**src/rtl/bert_pkg.sv**
```systemverilog
package bert_pkg;

  localparam int HIST_W = 32;
  localparam int RATE_W = 24;

  localparam logic [2:0] PAT_P7  = 3'd0;
  localparam logic [2:0] PAT_P11 = 3'd1;
  localparam logic [2:0] PAT_P15 = 3'd2;
  localparam logic [2:0] PAT_REP = 3'd3;

  typedef enum logic {ST_HUNT, ST_LOCK} rx_state_t;

  // Next pattern bit from a history of earlier bits (h[0] newest).
  function automatic logic next_bit(input logic [HIST_W-1:0] h,
                                    input logic [2:0] sel,
                                    input logic [3:0] len_code);
    case (sel)
      PAT_P11: return h[10] ^ h[8];
      PAT_P15: return h[14] ^ h[13];
      PAT_REP: return h[{1'b1, len_code}];   // h[L-1], L = code + 17
      default: return h[6] ^ h[5];
    endcase
  endfunction

  // 10^r as the period of automatic error insertion.
  function automatic logic [RATE_W-1:0] decade(input logic [2:0] r);
    logic [RATE_W-1:0] v;
    v = RATE_W'(1);
    for (int i = 0; i < 7; i++) begin
      if (i < int'(r)) v = RATE_W'(v * RATE_W'(10));
    end
    return v;
  endfunction

endpackage

```
**src/rtl/bert_err_insert.sv**
```systemverilog
module bert_err_insert
  import bert_pkg::*;
(
  input  logic       clk,
  input  logic       rst_n,
  input  logic       step,
  input  logic       restart,
  input  logic [2:0] rate,
  input  logic       single_req,
  output logic       flip
);

  logic [RATE_W-1:0] cnt_q, cnt_d;
  logic              pend_q, pend_d;
  logic              at_end;

  always_comb begin
    at_end = (rate != 3'd0) && (cnt_q >= decade(rate) - RATE_W'(1));
    flip   = pend_q | at_end;
    cnt_d  = cnt_q;
    pend_d = pend_q | single_req;
    if (restart) begin
      cnt_d = '0;
    end else if (step) begin
      cnt_d  = (at_end || rate == 3'd0) ? '0 : cnt_q + RATE_W'(1);
      pend_d = single_req;
    end
  end

  always_ff @(posedge clk or negedge rst_n) begin
    if (!rst_n) begin
      cnt_q  <= '0;
      pend_q <= 1'b0;
    end else begin
      cnt_q  <= cnt_d;
      pend_q <= pend_d;
    end
  end

endmodule

```
**src/rtl/bert_pattern_gen.sv**
```systemverilog
module bert_pattern_gen
  import bert_pkg::*;
(
  input  logic              clk,
  input  logic              rst_n,
  input  logic              step,
  input  logic              load,
  input  logic [2:0]        pat_sel,
  input  logic [3:0]        len_code,
  input  logic [HIST_W-1:0] rep_word,
  input  logic              invert,
  input  logic              flip,
  output logic              tx_bit
);

  logic [HIST_W-1:0] hist_q, hist_d;
  logic              bit_q, bit_d;
  logic              nb;

  always_comb begin
    nb     = next_bit(hist_q, pat_sel, len_code);
    hist_d = hist_q;
    bit_d  = bit_q;
    if (load) begin
      hist_d = (pat_sel == PAT_REP) ? rep_word : '1;
    end else if (step) begin
      hist_d = {hist_q[HIST_W-2:0], nb};
      bit_d  = nb ^ invert ^ flip;
    end
  end

  always_ff @(posedge clk or negedge rst_n) begin
    if (!rst_n) begin
      hist_q <= '1;
      bit_q  <= 1'b0;
    end else begin
      hist_q <= hist_d;
      bit_q  <= bit_d;
    end
  end

  assign tx_bit = bit_q;

endmodule

```
**src/rtl/bert_rx_checker.sv**
```systemverilog
module bert_rx_checker
  import bert_pkg::*;
#(
  parameter int SYNC_N = 32,
  parameter int LOSS_N = 6,
  parameter int WIN_N  = 64
) (
  input  logic       clk,
  input  logic       rst_n,
  input  logic       step,
  input  logic       rx_bit,
  input  logic       invert,
  input  logic [2:0] pat_sel,
  input  logic [3:0] len_code,
  input  logic       resync,
  input  logic       loss_clr,
  output logic       in_sync,
  output logic       loss_flag,
  output logic       cnt_bit,
  output logic       cnt_err
);

  localparam int MW = $clog2(SYNC_N + 1);
  localparam int WW = $clog2(WIN_N);
  localparam int EW = $clog2(LOSS_N + 1);

  rx_state_t         st_q, st_d;
  logic [HIST_W-1:0] h_q, h_d;
  logic [MW-1:0]     m_q, m_d;
  logic [WW-1:0]     w_q, w_d;
  logic [EW-1:0]     e_q, e_d;
  logic              lf_q, lf_d;
  logic              data, pred, mism, lose, blk_end;

  always_comb begin
    data    = rx_bit ^ invert;
    pred    = next_bit(h_q, pat_sel, len_code);
    mism    = data != pred;
    blk_end = w_q == WW'(WIN_N - 1);
    st_d = st_q;  h_d = h_q;  m_d = m_q;  w_d = w_q;  e_d = e_q;
    lose = 1'b0;
    if (resync) begin
      st_d = ST_HUNT;
      m_d  = '0;
    end else if (step) begin
      if (st_q == ST_HUNT) begin
        h_d = {h_q[HIST_W-2:0], data};
        if (mism) begin
          m_d = '0;
        end else if (m_q == MW'(SYNC_N - 1)) begin
          st_d = ST_LOCK;
          m_d  = '0;
          w_d  = '0;
          e_d  = '0;
        end else begin
          m_d = m_q + MW'(1);
        end
      end else begin
        h_d = {h_q[HIST_W-2:0], pred};
        w_d = blk_end ? '0 : w_q + WW'(1);
        if (blk_end) e_d = '0;
        if (mism) begin
          if (e_q == EW'(LOSS_N - 1)) begin
            lose = 1'b1;
            st_d = ST_HUNT;
            m_d  = '0;
          end else if (!blk_end) begin
            e_d = e_q + EW'(1);
          end
        end
      end
    end
    lf_d = lose | (lf_q & ~loss_clr);
  end

  always_ff @(posedge clk or negedge rst_n) begin
    if (!rst_n) begin
      st_q <= ST_HUNT;
      h_q  <= '0;
      m_q  <= '0;
      w_q  <= '0;
      e_q  <= '0;
      lf_q <= 1'b0;
    end else begin
      st_q <= st_d;
      h_q  <= h_d;
      m_q  <= m_d;
      w_q  <= w_d;
      e_q  <= e_d;
      lf_q <= lf_d;
    end
  end

  assign in_sync   = st_q == ST_LOCK;
  assign loss_flag = lf_q;
  assign cnt_bit   = step & in_sync & ~resync;
  assign cnt_err   = cnt_bit & mism;

endmodule

```
**src/rtl/bert_counters.sv**
```systemverilog
module bert_counters #(
  parameter int BIT_W = 32,
  parameter int ERR_W = 24
) (
  input  logic             clk,
  input  logic             rst_n,
  input  logic             inc_bit,
  input  logic             inc_err,
  input  logic             load,
  output logic [BIT_W-1:0] bit_hold,
  output logic [ERR_W-1:0] err_hold,
  output logic             err_ovf
);

  logic [BIT_W-1:0] bits_q, bits_d, bh_q, bh_d;
  logic [ERR_W-1:0] errs_q, errs_d, eh_q, eh_d;
  logic             ovf_q, ovf_d;

  always_comb begin
    bits_d = bits_q;  errs_d = errs_q;  bh_d = bh_q;  eh_d = eh_q;  ovf_d = ovf_q;
    if (load) begin
      bh_d   = bits_q;
      eh_d   = errs_q;
      bits_d = '0;
      errs_d = '0;
      ovf_d  = 1'b0;
    end else begin
      if (inc_bit) bits_d = bits_q + BIT_W'(1);
      if (inc_err) begin
        errs_d = errs_q + ERR_W'(1);
        if (&errs_q) ovf_d = 1'b1;
      end
    end
  end

  always_ff @(posedge clk or negedge rst_n) begin
    if (!rst_n) begin
      bits_q <= '0;
      errs_q <= '0;
      bh_q   <= '0;
      eh_q   <= '0;
      ovf_q  <= 1'b0;
    end else begin
      bits_q <= bits_d;
      errs_q <= errs_d;
      bh_q   <= bh_d;
      eh_q   <= eh_d;
      ovf_q  <= ovf_d;
    end
  end

  assign bit_hold = bh_q;
  assign err_hold = eh_q;
  assign err_ovf  = ovf_q;

endmodule

```
**src/rtl/bert_engine.sv**
```systemverilog
module bert_engine #(
  parameter int SYNC_LEN  = 32,
  parameter int LOSS_ERRS = 6,
  parameter int LOSS_WIN  = 64,
  parameter int BIT_CNT_W = 32,
  parameter int ERR_CNT_W = 24
) (
  input  logic                 clk,
  input  logic                 rst_n,
  input  logic                 tx_en,
  output logic                 tx_bit,
  input  logic                 rx_en,
  input  logic                 rx_bit,
  input  logic [2:0]           pat_sel,
  input  logic [3:0]           rep_len,
  input  logic [31:0]          rep_word,
  input  logic                 tx_inv,
  input  logic                 rx_inv,
  input  logic                 gen_load,
  input  logic [2:0]           err_rate,
  input  logic                 err_single,
  input  logic                 resync,
  input  logic                 load_cnt,
  input  logic                 loss_clr,
  output logic                 in_sync,
  output logic                 loss_flag,
  output logic [BIT_CNT_W-1:0] bit_hold,
  output logic [ERR_CNT_W-1:0] err_hold,
  output logic                 err_ovf
);

  logic flip, cnt_bit, cnt_err;

  bert_err_insert u_ins (
    .clk(clk), .rst_n(rst_n), .step(tx_en), .restart(gen_load),
    .rate(err_rate), .single_req(err_single), .flip(flip)
  );

  bert_pattern_gen u_gen (
    .clk(clk), .rst_n(rst_n), .step(tx_en), .load(gen_load),
    .pat_sel(pat_sel), .len_code(rep_len), .rep_word(rep_word),
    .invert(tx_inv), .flip(flip), .tx_bit(tx_bit)
  );

  bert_rx_checker #(.SYNC_N(SYNC_LEN), .LOSS_N(LOSS_ERRS), .WIN_N(LOSS_WIN)) u_chk (
    .clk(clk), .rst_n(rst_n), .step(rx_en), .rx_bit(rx_bit), .invert(rx_inv),
    .pat_sel(pat_sel), .len_code(rep_len), .resync(resync), .loss_clr(loss_clr),
    .in_sync(in_sync), .loss_flag(loss_flag), .cnt_bit(cnt_bit), .cnt_err(cnt_err)
  );

  bert_counters #(.BIT_W(BIT_CNT_W), .ERR_W(ERR_CNT_W)) u_cnt (
    .clk(clk), .rst_n(rst_n), .inc_bit(cnt_bit), .inc_err(cnt_err), .load(load_cnt),
    .bit_hold(bit_hold), .err_hold(err_hold), .err_ovf(err_ovf)
  );

endmodule

```
**config.mk**
```make
export PLATFORM = sky130hd
export DESIGN_NAME = bert_engine
export DESIGN_NICKNAME = d
export VERILOG_FILES = /design/src/rtl/bert_pkg.sv /design/src/rtl/bert_err_insert.sv /design/src/rtl/bert_pattern_gen.sv /design/src/rtl/bert_rx_checker.sv /design/src/rtl/bert_counters.sv /design/src/rtl/bert_engine.sv
export SDC_FILE = /design/constraint.sdc
export NUM_CORES = 1
export LEC_CHECK = 0
export BUFFER_PORTS_ARGS = -buffer_cell sky130_fd_sc_hd__buf_2
export CAP_MARGIN = 20
export CORE_AREA = 2 2 158 160
export DETAILED_ROUTE_END_ITERATION = 12
export DIE_AREA = 0 0 160 162
export PLACE_DENSITY = 0.83
export SYNTH_ARGS = -nofsm -noshare
export SYNTH_HDL_FRONTEND = slang
export SYNTH_HIERARCHICAL = 1
export SYNTH_SLANG_ARGS = --single-unit
export TNS_END_PERCENT = 20
```
**constraint.sdc**
```tcl
create_clock -name clk -period 7.3 [get_ports clk]
set_input_delay 1.095 -clock clk [delete_from_list [all_inputs] [get_ports clk]]
set_output_delay 1.095 -clock clk [all_outputs]
set_load 0.01 [all_outputs]
```
Yosys cells after proc, flatten, opt, wreduce, memory -nomap -nowiden
Index checks and enable logic that the tools add are counted.
W data, S select, Z words.
{ "word_totals": {"ff_bits": 220, "input_bits": 54, "output_inout_bits": 60, "wordCells": 141} }
{ "op_classes": {"n_addsub": 7, "multipliers": 6, "magnitude_cmp": 9, "n_eq_ne": 10, "muxes": 59, "bitwise_logic": 19, "n_reduce_logical": 16} }
{ "ops": {"columns": ["cell", "count"], "rows": [
  ["$mux W24", 11],
  ["$mux W32", 5],
  ["$mul A24 B3 Y23 const B", 5],
  ["$mux W6", 11],
  ["$add A24 B1 Y24 const B", 2],
  ["$add A32 B1 Y32 const B", 1],
  ["$ge A24 B24 Y1", 1],
  ["$reduce_and A24 Y1", 1],
  ["$sub A24 B1 Y24 const B", 1],
  ["$mux W3", 7],
  ["$mux W1", 20],
  ["$add A6 B1 Y6 const B", 2],
  ["$reduce_bool A2 Y1", 6],
  ["$lt A3 B3 Y1 const A", 3],
  ["$xor A1 B1 Y1", 9],
  ["$bmux W1 S4", 2],
  ["$mul A4 B3 Y7 const B", 1],
  ["$eq A3 B2 Y1 const B", 2],
  ["$eq A6 B5 Y1 const B", 1],
  ["$eq A6 B6 Y1 const B", 1],
  ["$lt A1 B3 Y1 const A", 2],
  ["$lt A2 B3 Y1 const A", 2],
  ["$lt A5 B6 Y1 const B", 1],
  ["$ne A3 B3 Y1 const B", 2],
  ["17 further kinds", 27]
]} }

Depth between registers and ports, before layout
Gate-level depths: netlist (run 1).
{ "logic_depth": {"ltp_word": 21, "depth_mapped": 44, "ltp_nobuf": 42} }

Modules after synthesis
Netlist (run 1), hierarchy kept.
{ "modules_own_cells": {"columns": ["mod", "instances", "cells_each", "area_each_um2", "seq_area_each_um2"], "rows": [
  ["bert_counters", 1, 429, 5022.3, 2827.7],
  ["bert_err_insert", 1, 605, 4813.4, 625.6],
  ["bert_rx_checker", 1, 278, 2472.4, 1226.2],
  ["bert_pattern_gen", 1, 212, 1943.1, 865.8]
]} }

Worst setup path before layout (run 1)
Ideal clock, no wire load.
{ "synth_path": {"path_type": "in2reg", "start": "in err_rate[2]", "end": "reg u_gen.bit_q, in the netlist u_gen/tx_bit", "arrival_ns": 8.470, "slack_ns": -1.303, "cell_stages": 44, "n_path_buf": 4, "cell_sequence": "buf_2 -> buf_2 -> clkbuf_1 -> clkbuf_1 -> nor3_1 -> ha_1 -> a31oi_1 -> nand2_1 -> a21o_1 -> xor2_1 -> and2_1 -> ha_1 -> ha_1 -> inv_1 -> nor3_1 -> a2111oi_0 -> nor3_1 -> a21oi_1 -> [8 not listed] -> o21ai_0 -> ha_1 -> ha_1 -> nor3_1 -> xnor2_1 -> a21oi_1 -> nand3_1 -> ha_1 -> nand4_1 -> nor4_1 -> o21ai_0 -> a21oi_2 -> o21ai_0 -> nand2b_1 -> xor2_1 -> nand2b_1 -> a2bb2oi_1 -> o221ai_2"} }
{ "synth_between": {"elab_chain_cells": 19} }
{ "synth_lines": {"columns": ["item", "line", "rtl"], "rows": [
  ["start: declaration", "bert_engine.sv:20", "input logic [2:0] err_rate,"],
  ["$lt A1 B3 Y1", "bert_pkg.sv:30", "if (i < int'(r)) v = RATE_W'(v * RATE_W'(10));"],
  ["$mux W4", "bert_pkg.sv:30", null],
  ["$mul A4 B3 Y7", "bert_pkg.sv:30", null],
  ["$mux W24", "bert_pkg.sv:30", null],
  ["$mul A24 B3 Y23", "bert_pkg.sv:30", null],
  ["$mux W24", "bert_pkg.sv:30", null],
  ["$mul A24 B3 Y23", "bert_pkg.sv:30", null],
  ["$mux W24", "bert_pkg.sv:30", null],
  ["[4 not listed]", null, null],
  ["$mul A24 B3 Y23", "bert_pkg.sv:30", null],
  ["$mux W24", "bert_pkg.sv:30", null],
  ["$sub A24 B1 Y24", "bert_err_insert.sv:18", "at_end = (rate != 3'd0) && (cnt_q >= decade(rate) - RATE_W'(1));"],
  ["$ge A24 B24 Y1", "bert_err_insert.sv:18", null],
  ["$logic_and A1 B1 Y1 *", "bert_err_insert.sv:18", null],
  ["$or A1 B1 Y1 *", "bert_err_insert.sv:19", "flip = pend_q | at_end;"],
  ["via flip", "bert_engine.sv:32", "logic flip, cnt_bit, cnt_err;"],
  ["$xor A1 B1 Y1 *", "bert_pattern_gen.sv:28", "bit_d = nb ^ invert ^ flip;"],
  ["end signal: assignment", "bert_pattern_gen.sv:38", "bit_q <= bit_d;"],
  ["end: declaration", "bert_pattern_gen.sv:17", "logic bit_q, bit_d;"]
]} }
Mark *: on every way through the listed nets, which the timed path passes. The rest lies on a longest branch.
A chain may end at the register's enable or synchronous reset.

Worst setup path after layout (run 1)
{ "layout_path": {"start": "in err_rate[1]", "end": "reg u_ins.cnt_q[16]"} }
{ "layout_between": {"elab_chain_cells": 21} }
{ "layout_lines": {"columns": ["item", "line", "rtl"], "rows": [
  ["$lt A1 B3 Y1", "bert_pkg.sv:30", null],
  ["$mux W4", "bert_pkg.sv:30", null],
  ["$mul A4 B3 Y7", "bert_pkg.sv:30", null],
  ["$mux W24", "bert_pkg.sv:30", null],
  ["$mul A24 B3 Y23", "bert_pkg.sv:30", null],
  ["$mux W24", "bert_pkg.sv:30", null],
  ["$mul A24 B3 Y23", "bert_pkg.sv:30", null],
  ["$mux W24", "bert_pkg.sv:30", null],
  ["[5 not listed]", null, null],
  ["$mux W24", "bert_pkg.sv:30", null],
  ["$sub A24 B1 Y24", "bert_err_insert.sv:18", null],
  ["$ge A24 B24 Y1", "bert_err_insert.sv:18", null],
  ["$logic_and A1 B1 Y1", "bert_err_insert.sv:18", null],
  ["$logic_or A1 B1 Y1 *", "bert_err_insert.sv:25", "cnt_d = (at_end || rate == 3'd0) ? '0 : cnt_q + RATE_W'(1);"],
  ["$mux W24 *", "bert_err_insert.sv:25", null],
  ["$mux W24 *", "bert_err_insert.sv:24", "end else if (step) begin"],
  ["$mux W24 *", "bert_err_insert.sv:22", "if (restart) begin"],
  ["end signal: assignment", "bert_err_insert.sv:35", "cnt_q <= cnt_d;"],
  ["end: declaration", "bert_err_insert.sv:13", "logic [RATE_W-1:0] cnt_q, cnt_d;"]
]} }
Mark *: on every way between the ends. The rest lies on a longest branch, timed or not. The select of a mux whose other input is x is not followed.

==> results of run 1 <==
## worst paths after layout
check                                     end  slack, ns
max                           u_ins/cnt_q[16]      -0.28
max reg2reg                     u_cnt/err_ovf       3.48
min reg2reg                      u_chk/h_q[2]       0.46
min                              u_chk/h_q[2]       0.46
max in group asynchronous     u_ins/cnt_q[14]       5.36
min in group asynchronous  u_cnt/bit_hold[28]       0.58
## power breakdown
part	switching, µW	internal (µW)
Clock	497	724
Sequential	28.8	1270
Combinational	457	432
Total	983	2420
## worst register-to-register path, delay by kind of cell (launching register included)
kind,cells,cell delay [ns]
compound gates,1,0.16
xor+xnor,1,0.37
flops,1,0.39
mux,1,0.45
simple gates,7,2.18
buf+inv,1,0.15
## state kept, by name, summed over array words and instances, names as in the netlist
register         flops
u_gen/hist_q        32
u_cnt/bits_q        32
u_ins/pend_q         1
u_cnt/errs_q        24
u_chk/in_sync        1
u_chk/h_q           32
u_cnt/err_ovf        1
u_chk/m_q            6
u_chk/e_q            3
u_chk/w_q            6
u_gen/tx_bit         1
u_ins/cnt_q         24
u_cnt/bit_hold      32
u_cnt/err_hold      24
u_chk/loss_flag      1
## per-stage QoR
step | worst slack (ns) | power (µW) | setup TNS (ns) | cells | util, %
6_report | -0.2752 | 3407 | -4.318 | 2067 | 71.53
5_1_grt | -0.5951 | 3569 | -11.85 | 2067 | 71.53
4_1_cts | -0.08824 | 3361 | -0.2540 | 2059 | 70.35
3_5_place_dp | -0.8581 | 2065 | -17.89 | 2006 | 65.82
3_3_place_gp | -0.6053 | 2032 | -12.63 | 2006 | 65.82
2_1_floorplan | -0.4470 | 1786 | -7.965 | 1530 | -
## timing repair
action                                 4_1_cts  5_1_grt
gates cloned                                 0        2
gates resized for setup                     40       44
pin swaps                                   21       15
setup buffers                               10        6
endpoints found under the hold margin        0        0
setup endpoints to repair                   25       25
## cell usage after synthesis (all sizes together), types with 6 or more instances
library cell,count
a22o,7
or4,21
xor2,22
nor3b,8
mux2i,19
ha,118
dfstp,32
and2,10
buf,29
inv,61
o211ai,7
dfrtp,188
a21oi,113
nand4,22
a21o,16
o21ai,64
a211o,8
nor2b,43
o21a,9
xnor2,24
or3,13
and3,14
nor4,13
o31ai,28
nand3b,6
mux2,67
clkbuf,46
nor2,130
nor3,18
and4,11
or2,6
nand2,174
a31oi,15
a211oi,42
nand2b,8
nand3,56
## metal layers
| metal | up-vias | wire, µm | track usage [%] | share of wire (%) |
|---|---|---|---|---|
| li1 | 5919 | - | - | - |
| met1 | 5947 | 14890 | 34.01 | 43 |
| met2 | 332 | 16920 | 44.65 | 49 |
| met3 | 77 | 1509 | 3.320 | 4.4 |
| met4 | 0 | 940 | 8.067 | 2.7 |
| met5 | - | 0 | 0 | 0 |
## kinds of logic (layout without fill, tap and decap cells)
kind of cell	after synthesis	in the layout
simple gates	558	558
mux	90	90
fa+ha+maj	121	121
buf+inv	136	349
compound gates	351	351
other cells	2	8
xor+xnor	46	46
flops	220	220
## area by class of cell
type                            instances  area, µm²
Inverter                               61      234.0
Sequential cell                       220       5545
Multi-Input combinational cell       1174       8597
Clock inverter                         11      133.9
Timing Repair Buffer                  244       1653
Fill cell                            1744       6863
Tap cell                              324      405.4
Clock buffer                           33      674.4
==> flow_summary.yaml, run 1 <==
run_status:
  outcome: "finished with violations"
  violations: "negative setup slack"
clocking:
  clockRootBuffer: "clkbuf_16"
  clock_latency_ns: 0.53
  cts_tree: "yes"
  clk_pin_slew_worst_paths_ns: 0.06
  htree_levels: 1
  cts_hold_buf: 0
  cts_num_sinks: 220
  cts-buffers-inserted: 24
  clockBufferDepth: 3
detailed_routing:
  drc_errors: 0
  firstDrtPassIters: 5
  drtIter0Drc: 920
  vias: 12280
  routed_wl_um: 34260
  detail-route-antenna-nets: 0
  via_per_inst: 5.939
  route.detailed.wl_per_inst_um: 16.58
floorplanning:
  core.rowCount: 57
  start_util_pct: 59.12
  die_area_um2: 25920
  core_area_um2: 24110
  chipWidth_um: 160
  die_h_um: 162
  io-pin-count: 114
logic_synthesis:
  syn-cell-area_um2: 14250
  synth_compound_area_share_pct: 16.13
  synth_seq_cells: 220
  netlist_top_cells_area: "dfrtp_1, ha_1, dfstp_2"
  synth_area_leader_cell: "dfrtp_1"
  synth_top_family_by_area: "simple AND/OR/NAND/NOR gates"
  synth_xor_area_share_pct: 2.959
  muxShareOfSynthArea_pct: 7.287
  synth-edff-count: 0
  synth_cell_types: 91
  synth-adder-area-share_pct: 10.78
  async_flop_share_pct: 100.0
  seq_area_frac_synth_pct: 38.91
  synth-simple-area-share_pct: 19.71
  yosys_most_used_dff: "dfrtp_1"
  syn_inst: 1524
  yosysTopAreaCellShare_pct: 33.01
  avgSynthCellArea_um2: 9.351
  yosysWarnings: 6
layout:
  final_common_cell: "dfrtp_1"
  area_growth_pct: 20.99
  drive_above_1_share_pct: 28.34
  final_nets: 1900
  final_cell_mix: "dfrtp_1, nand2_1, nor2_1"
  finish.instance_area_um2: 17240
  antennaDiodeCount: 0
worst_setup_path:
  worstPathRequired_ns: 7.75
  cp_top_family: "compound AO/OA/AOI/OAI gates"
  crit_fanout: 7
  critPathBufInv: 6
  cp.depth: 43
  worstSetupPathType: "input pin to register"
  critPathLaunchType: "input pin"
  r2r-start: "u_chk/h_q[26]"
  cp_common_cell: "ha_4"
  reg2reg_depth: 11
  worstPathArrival_ns: 8.03
  critPathMaxStageDelay_ns: 0.32
  cp_slowest_cell: "ha_1"
  startpoint: "err_rate[1]"
  endpoint_kind: "register"
sta:
  finalHoldViolations: 0
  relSlewSlack_pct: 40.73
  timing.fmax_ghz: 0.1320
  worst_slack_ns: -0.2752
  worst_pin_slew_ns: 0.8891
  rsz0062_at_grt: "yes"
  fin_crit_ns: 7.575
  finClkSkew_ns: 0.03010
  whs_ns: 0.4600
  finalSetupViolations: 25
  maxSlewViolCount: 0
  finalCritPeriodShare_pct: 103.8
placement:
  portBuffers: 113
  dpl_cell_area_um2: 15870
  gp_congestion: 0.8928
  hpwl_um: 23170
power:
  irDropWorstVdd_mv: 0.1663
  p_per_area_nw_per_um2: 197.6
  leakagePower_uw: 0.008195
global_route:
  grt_usage_pct: 25.79
  grt_pass1_wl_um: 56810
  antenna_found_initial: 0
  grt_pass1_vias: 12230
  grt_max_degree: 92
  overflow: 0
hold_path:
  hold_class: "register to register"
  min_from: "u_chk/h_q[1]"
  hold_depth: 2
flow_run:
  drv_cap: 0
Power figures use the tool's default switching activity.
==> run 2, diff against run 1 <==
Settings changed: CTS_BUF_LIST set to sky130_fd_sc_hd__clkbuf_8.
==> flow_summary.yaml, run 2 (synthesis gave the netlist of run 1 again) <==
run_status:
  outcome: "finished with violations"
  violations: "negative setup slack"
clocking:
  cts_num_sinks: 220
  clock_latency_ns: 0.54
  cts-buffers-inserted: 37
  clockBufferDepth: 3
  clockRootBuffer: "clkbuf_8"
  clk_pin_slew_worst_paths_ns: 0.06
  htree_levels: 2
  cts_tree: "yes"
  cts_hold_buf: 0
global_route:
  overflow: 0
  grt_usage_pct: 26.09
  grt_pass1_vias: 12380
  grt_max_degree: 92
  antenna_found_initial: 0
  grt_pass1_wl_um: 57190
floorplanning:
  die_h_um: 162
  start_util_pct: 59.12
  core.rowCount: 57
  io-pin-count: 114
  core_area_um2: 24110
  die_area_um2: 25920
  chipWidth_um: 160
worst_setup_path:
  endpoint_kind: "register"
  r2r-start: "u_chk/h_q[26]"
  crit_fanout: 6
  startpoint: "err_rate[1]"
  r2r_end: "u_cnt/err_ovf"
  worstPathArrival_ns: 8.13
  reg2reg_depth: 11
  cp_slowest_cell: "ha_1"
  cp_common_cell: "buf_6"
  worstSetupPathType: "input pin to register"
  worstPathRequired_ns: 7.72
  reg2reg_slack_ns: 3.51
  critPathMaxStageDelay_ns: 0.35
  critPathLaunchType: "input pin"
sta:
  fin_setup_tns_ns: -7.624
  finalHoldViolations: 0
  maxSlewViolCount: 0
  rsz0062_at_grt: "yes"
  worst_slack_ns: -0.4141
  worst_pin_slew_ns: 0.9001
  timing.fmax_ghz: 0.1296
  finalSetupViolations: 25
  fin_crit_ns: 7.714
  whs_ns: 0.4674
  finalCritPeriodShare_pct: 105.7
  relSlewSlack_pct: 39.99
  finClkSkew_ns: 0.03224
flow_run:
  drv_cap: 0
layout:
  drive_above_1_share_pct: 28.67
  final_cell_mix: "dfrtp_1, nand2_1, nor2_1"
  final_nets: 1915
  area_growth_pct: 20.45
  antennaDiodeCount: 0
  final_common_cell: "dfrtp_1"
power:
  p_per_area_nw_per_um2: 188.9
  irDropWorstVdd_mv: 0.1593
  leakagePower_uw: 0.008227
detailed_routing:
  detail-route-antenna-nets: 0
  firstDrtPassIters: 5
  route.detailed.wl_per_inst_um: 16.72
  vias: 12480
  drc_errors: 0
  drtIter0Drc: 932
  routed_wl_um: 34930
  via_per_inst: 5.974
placement:
  gp_congestion: 0.8928
  portBuffers: 113
  hpwl_um: 23170
hold_path:
  hold_depth: 2
  min_from: "u_chk/h_q[0]"
  hold_class: "register to register"
  hold_end: "u_chk/h_q[1]"
run 2: cell types whose count changed in the layout (fill, tap and decap cells not counted), sizes merged:
cell	delta
buf	+3
bufinv	-1
clkbuf	+7
clkinv	-1
clkinvlp	-1
inv	+15
run 2: critical path: cells and delay by family:
| family | cells | cell delay (ns) |
|---|---|---|
| fa+ha+maj | 6 | 1.56 |
| xor+xnor | 2 | 0.30 |
| simple gates | 8 | 1.42 |
| buf+inv | 7 | 0.79 |
| compound gates | 15 | 2.94 |
run 2: through the flow:
| step | util [%] | std cells | area (µm²) | power [µW] | worst slack, ns |
|---|---|---|---|---|---|
| CTS | 69.97 | 2083 | 16870 | 3200 | -0.08452 |
| finish | 71.21 | 2089 | 17170 | 3242 | -0.4141 |
| floorplan | - | 1530 | 14420 | 1786 | -0.4470 |
| global route | 71.21 | 2089 | 17170 | 3412 | -0.7935 |
| global placement | 65.82 | 2006 | 15870 | 2032 | -0.6053 |
| detailed placement | 65.82 | 2006 | 15870 | 2065 | -0.8581 |
run 2: worst max path at each step:
stage                           end  slack, ns
floorplan              u_gen/tx_bit      -0.45
global placement    u_ins/cnt_q[23]      -0.61
detailed placement     u_gen/tx_bit      -0.86
CTS                 u_ins/cnt_q[16]      -0.08
global route           u_gen/tx_bit      -0.79
finish               u_ins/cnt_q[2]      -0.41
run 2: metal layers:
layer  track usage, %  vias to the layer above  routed length (µm)
li1                 -                     5952                   -
met1            33.70                     6081               14980
met2            44.79                      358               17390
met3            4.137                       89                1651
met4            9.419                        0                 912
met5                0                        -                   0
run 2: power breakdown:
part	switching, µW	internal, µW
clock	496	552
combinational	460	436
sequential	28.8	1270
run 2: final cells by class:
cell class	instances	area, µm²
tap	324	405.4
timing repair buffer	246	1665
fill	1745	6940
clock buffer	41	564.3
clock inverter	23	135.1
multi-input combinational	1174	8616
sequential	220	5545
inverter	61	234.0
run 2: timing repair:
action	in CTS	in global routing
endpoints found under the setup margin	25	25
cloned	0	2
gates resized for setup	39	50
pin swaps	25	10
buffers inserted	14	4
==> run 3, diff against run 2 <==
Settings changed: CORE_AREA 2 2 158 160 to 2 2 163 165, DIE_AREA 0 0 160 162 to 0 0 165 167, PLACE_DENSITY 0.83 to 0.82, SYNTH_HIERARCHICAL 1 to not set.
==> flow_summary.yaml, run 3 <==
layout:
  antennaDiodeCount: 0
  area_growth_pct: 32.64
  finish.instance_area_um2: 20160
  drive_above_1_share_pct: 35.22
  final_common_cell: "buf_4"
  post-route-util_pct: 78.26
  final_nets: 2231
  layout.cells.non_filler: 2399
  final_cell_mix: "buf_4, nand2_1, dfrtp_1"
logic_synthesis:
  yosys_most_used_dff: "dfrtp_1"
  yosysTopAreaCellShare_pct: 30.95
  netlist_top_cells_area: "dfrtp_1, ha_1, dfstp_2"
  synth_top_family_by_area: "simple AND/OR/NAND/NOR gates"
  synth_xor_area_share_pct: 6.593
  async_flop_share_pct: 100.0
  synth_compound_area_share_pct: 14.91
  synth-simple-area-share_pct: 18.48
  synth_cell_types: 88
  yosysWarnings: 0
  synth-edff-count: 0
  avgSynthCellArea_um2: 9.213
  synth_area_leader_cell: "dfrtp_1"
  seq_area_frac_synth_pct: 36.48
  syn-cell-area_um2: 15200
  synth_seq_cells: 220
  synth_common_cells: "nand2_1, dfrtp_1, nor2_1, ha_1, a21oi_1"
  synth-adder-area-share_pct: 11.59
  muxShareOfSynthArea_pct: 8.931
  syn_inst: 1650
  synth_most_common_cell: "nand2_1"
sta:
  finClkSkew_ns: 0.02368
  worst_pin_slew_ns: 0.9624
  relSlewSlack_pct: 35.84
  finalSetupViolations: 25
  maxSlewViolCount: 0
  timing.fmax_ghz: 0.1069
  rsz0062_at_grt: "yes"
  whs_ns: 0.4772
  finalHoldViolations: 0
  worst_slack_ns: -2.050
  fin_crit_ns: 9.350
  finalCritPeriodShare_pct: 128.1
floorplanning:
  chipWidth_um: 165
  io-pin-count: 114
  core_area_um2: 25760
  die_area_um2: 27560
  start_util_pct: 59.00
  core.rowCount: 59
  die_h_um: 167
detailed_routing:
  drtIter0Drc: 1280
  firstDrtPassIters: 6
  detail-route-antenna-nets: 0
  drc_errors: 0
  route.detailed.wl_per_inst_um: 19.61
  vias: 14790
  via_per_inst: 6.165
  routed_wl_um: 47040
worst_setup_path:
  critPathMaxStageDelay_ns: 0.55
  critPathLaunchType: "input pin"
  endpoint_kind: "register"
  cp_top_family: "compound AO/OA/AOI/OAI gates"
  worstPathRequired_ns: 7.76
  worstPathArrival_ns: 9.81
  worstSetupPathType: "input pin to register"
  critPathBufInv: 5
  crit_fanout: 8
  cp_common_cell: "ha_4"
  cp_slowest_cell: "or4_4"
clocking:
  clock_latency_ns: 0.54
  cts_tree: "yes"
  clockRootBuffer: "clkbuf_8"
  clockBufferDepth: 3
  cts_num_sinks: 220
  clk_pin_slew_worst_paths_ns: 0.07
  htree_levels: 2
  cts-buffers-inserted: 35
  cts_hold_buf: 0
global_route:
  overflow: 0
  grt_pass1_wl_um: 71280
  grt_usage_pct: 31.76
  antenna_found_initial: 0
  grt_pass1_vias: 14840
  grt_max_degree: 102
placement:
  dp_cells: 2273
  hpwl_um: 29140
  dpl_cell_area_um2: 18140
  portBuffers: 113
  pre_cts_slack_ns: -2.330
  gp_congestion: 0.9025
run_status:
  violations: "negative setup slack"
  outcome: "finished with violations"
power:
  irDropWorstVdd_mv: 0.1684
  p_per_area_nw_per_um2: 228.9
  leakagePower_uw: 0.01004
hold_path:
  hold_class: "register to register"
flow_run:
  drv_cap: 0
## run 3: changes by cell type in the layout (fill, tap and decap cells not counted), sizes merged, moves of 31 or more
cell	delta
xor2	+40
nor2	+37
nand2	+33
a211oi	-31
nor2b	-32
buf	+166
## run 3: tightest hold or removal path, stage by stage (launching register included)
cell,delay (ns)
dfrtp_1,0.34
nand2_1,0.05
nand2_1,0.06
## run 3: worst paths after layout
path,start,end,slack [ns],cells past startpoint
max reg2reg,u_chk.h_q[17],u_chk.m_q[0],3.79,10
min,u_chk.h_q[7],u_chk.h_q[7],0.48,2
max,err_rate[2],u_ins.cnt_q[20],-2.05,44
min in group asynchronous,rst_n,u_cnt.errs_q[0],0.58,1
min reg2reg,u_chk.h_q[7],u_chk.h_q[7],0.48,2
max in group asynchronous,rst_n,u_cnt.bit_hold[17],5.28,2
## run 3: final cells by class
type                    count  area (µm²)
well taps                 335       419.2
flip-flops and latches    220        5545
inverters                  43       161.4
clock buffers              43       591.8
fillers                  1462        5602
clock inverters            20       142.6
multi-input cells        1325       10340
repair buffers            413        2958
## run 3: power by group
part	internal (µW)	total (µW)	leakage, µW	switching [µW]
sequential	1260	1290	0.00294	30.6
combinational	1130	2210	0.00668	1080
clock	607	1110	0.000419	505
total	3000	4610	0.0100	1620
## run 3: what timing repair did
item | CTS | global route
hold endpoints to repair | 0 | 0
pin swaps | 31 | 77
resized for setup | 63 | 92
cloned | 1 | 3
setup endpoints to repair | 25 | 25
setup buffers | 42 | 17
## run 3: cells by family (layout without fill, tap and decap cells)
group | count (synthesis) | count (layout)
simple gates | 600 | 600
compound gates | 358 | 358
flops | 220 | 220
fa+ha+maj | 139 | 139
xor+xnor | 112 | 112
mux | 111 | 111
buf+inv | 109 | 519
other cells | 1 | 5
## run 3: stage by stage
step	power, µW	setup TNS (ns)
detailed placement	2955	-56.68
global placement	2894	-51.29
floorplan	2319	-50.90
CTS	4247	-38.07
finish	4615	-48.26
global route	4821	-55.84
## run 3: layer usage
metal	routed length [µm]	GRT usage [%]
met1	17930	38.70
met2	23380	54.98
met3	2993	4.583
met4	2734	15.05
met5	0	0
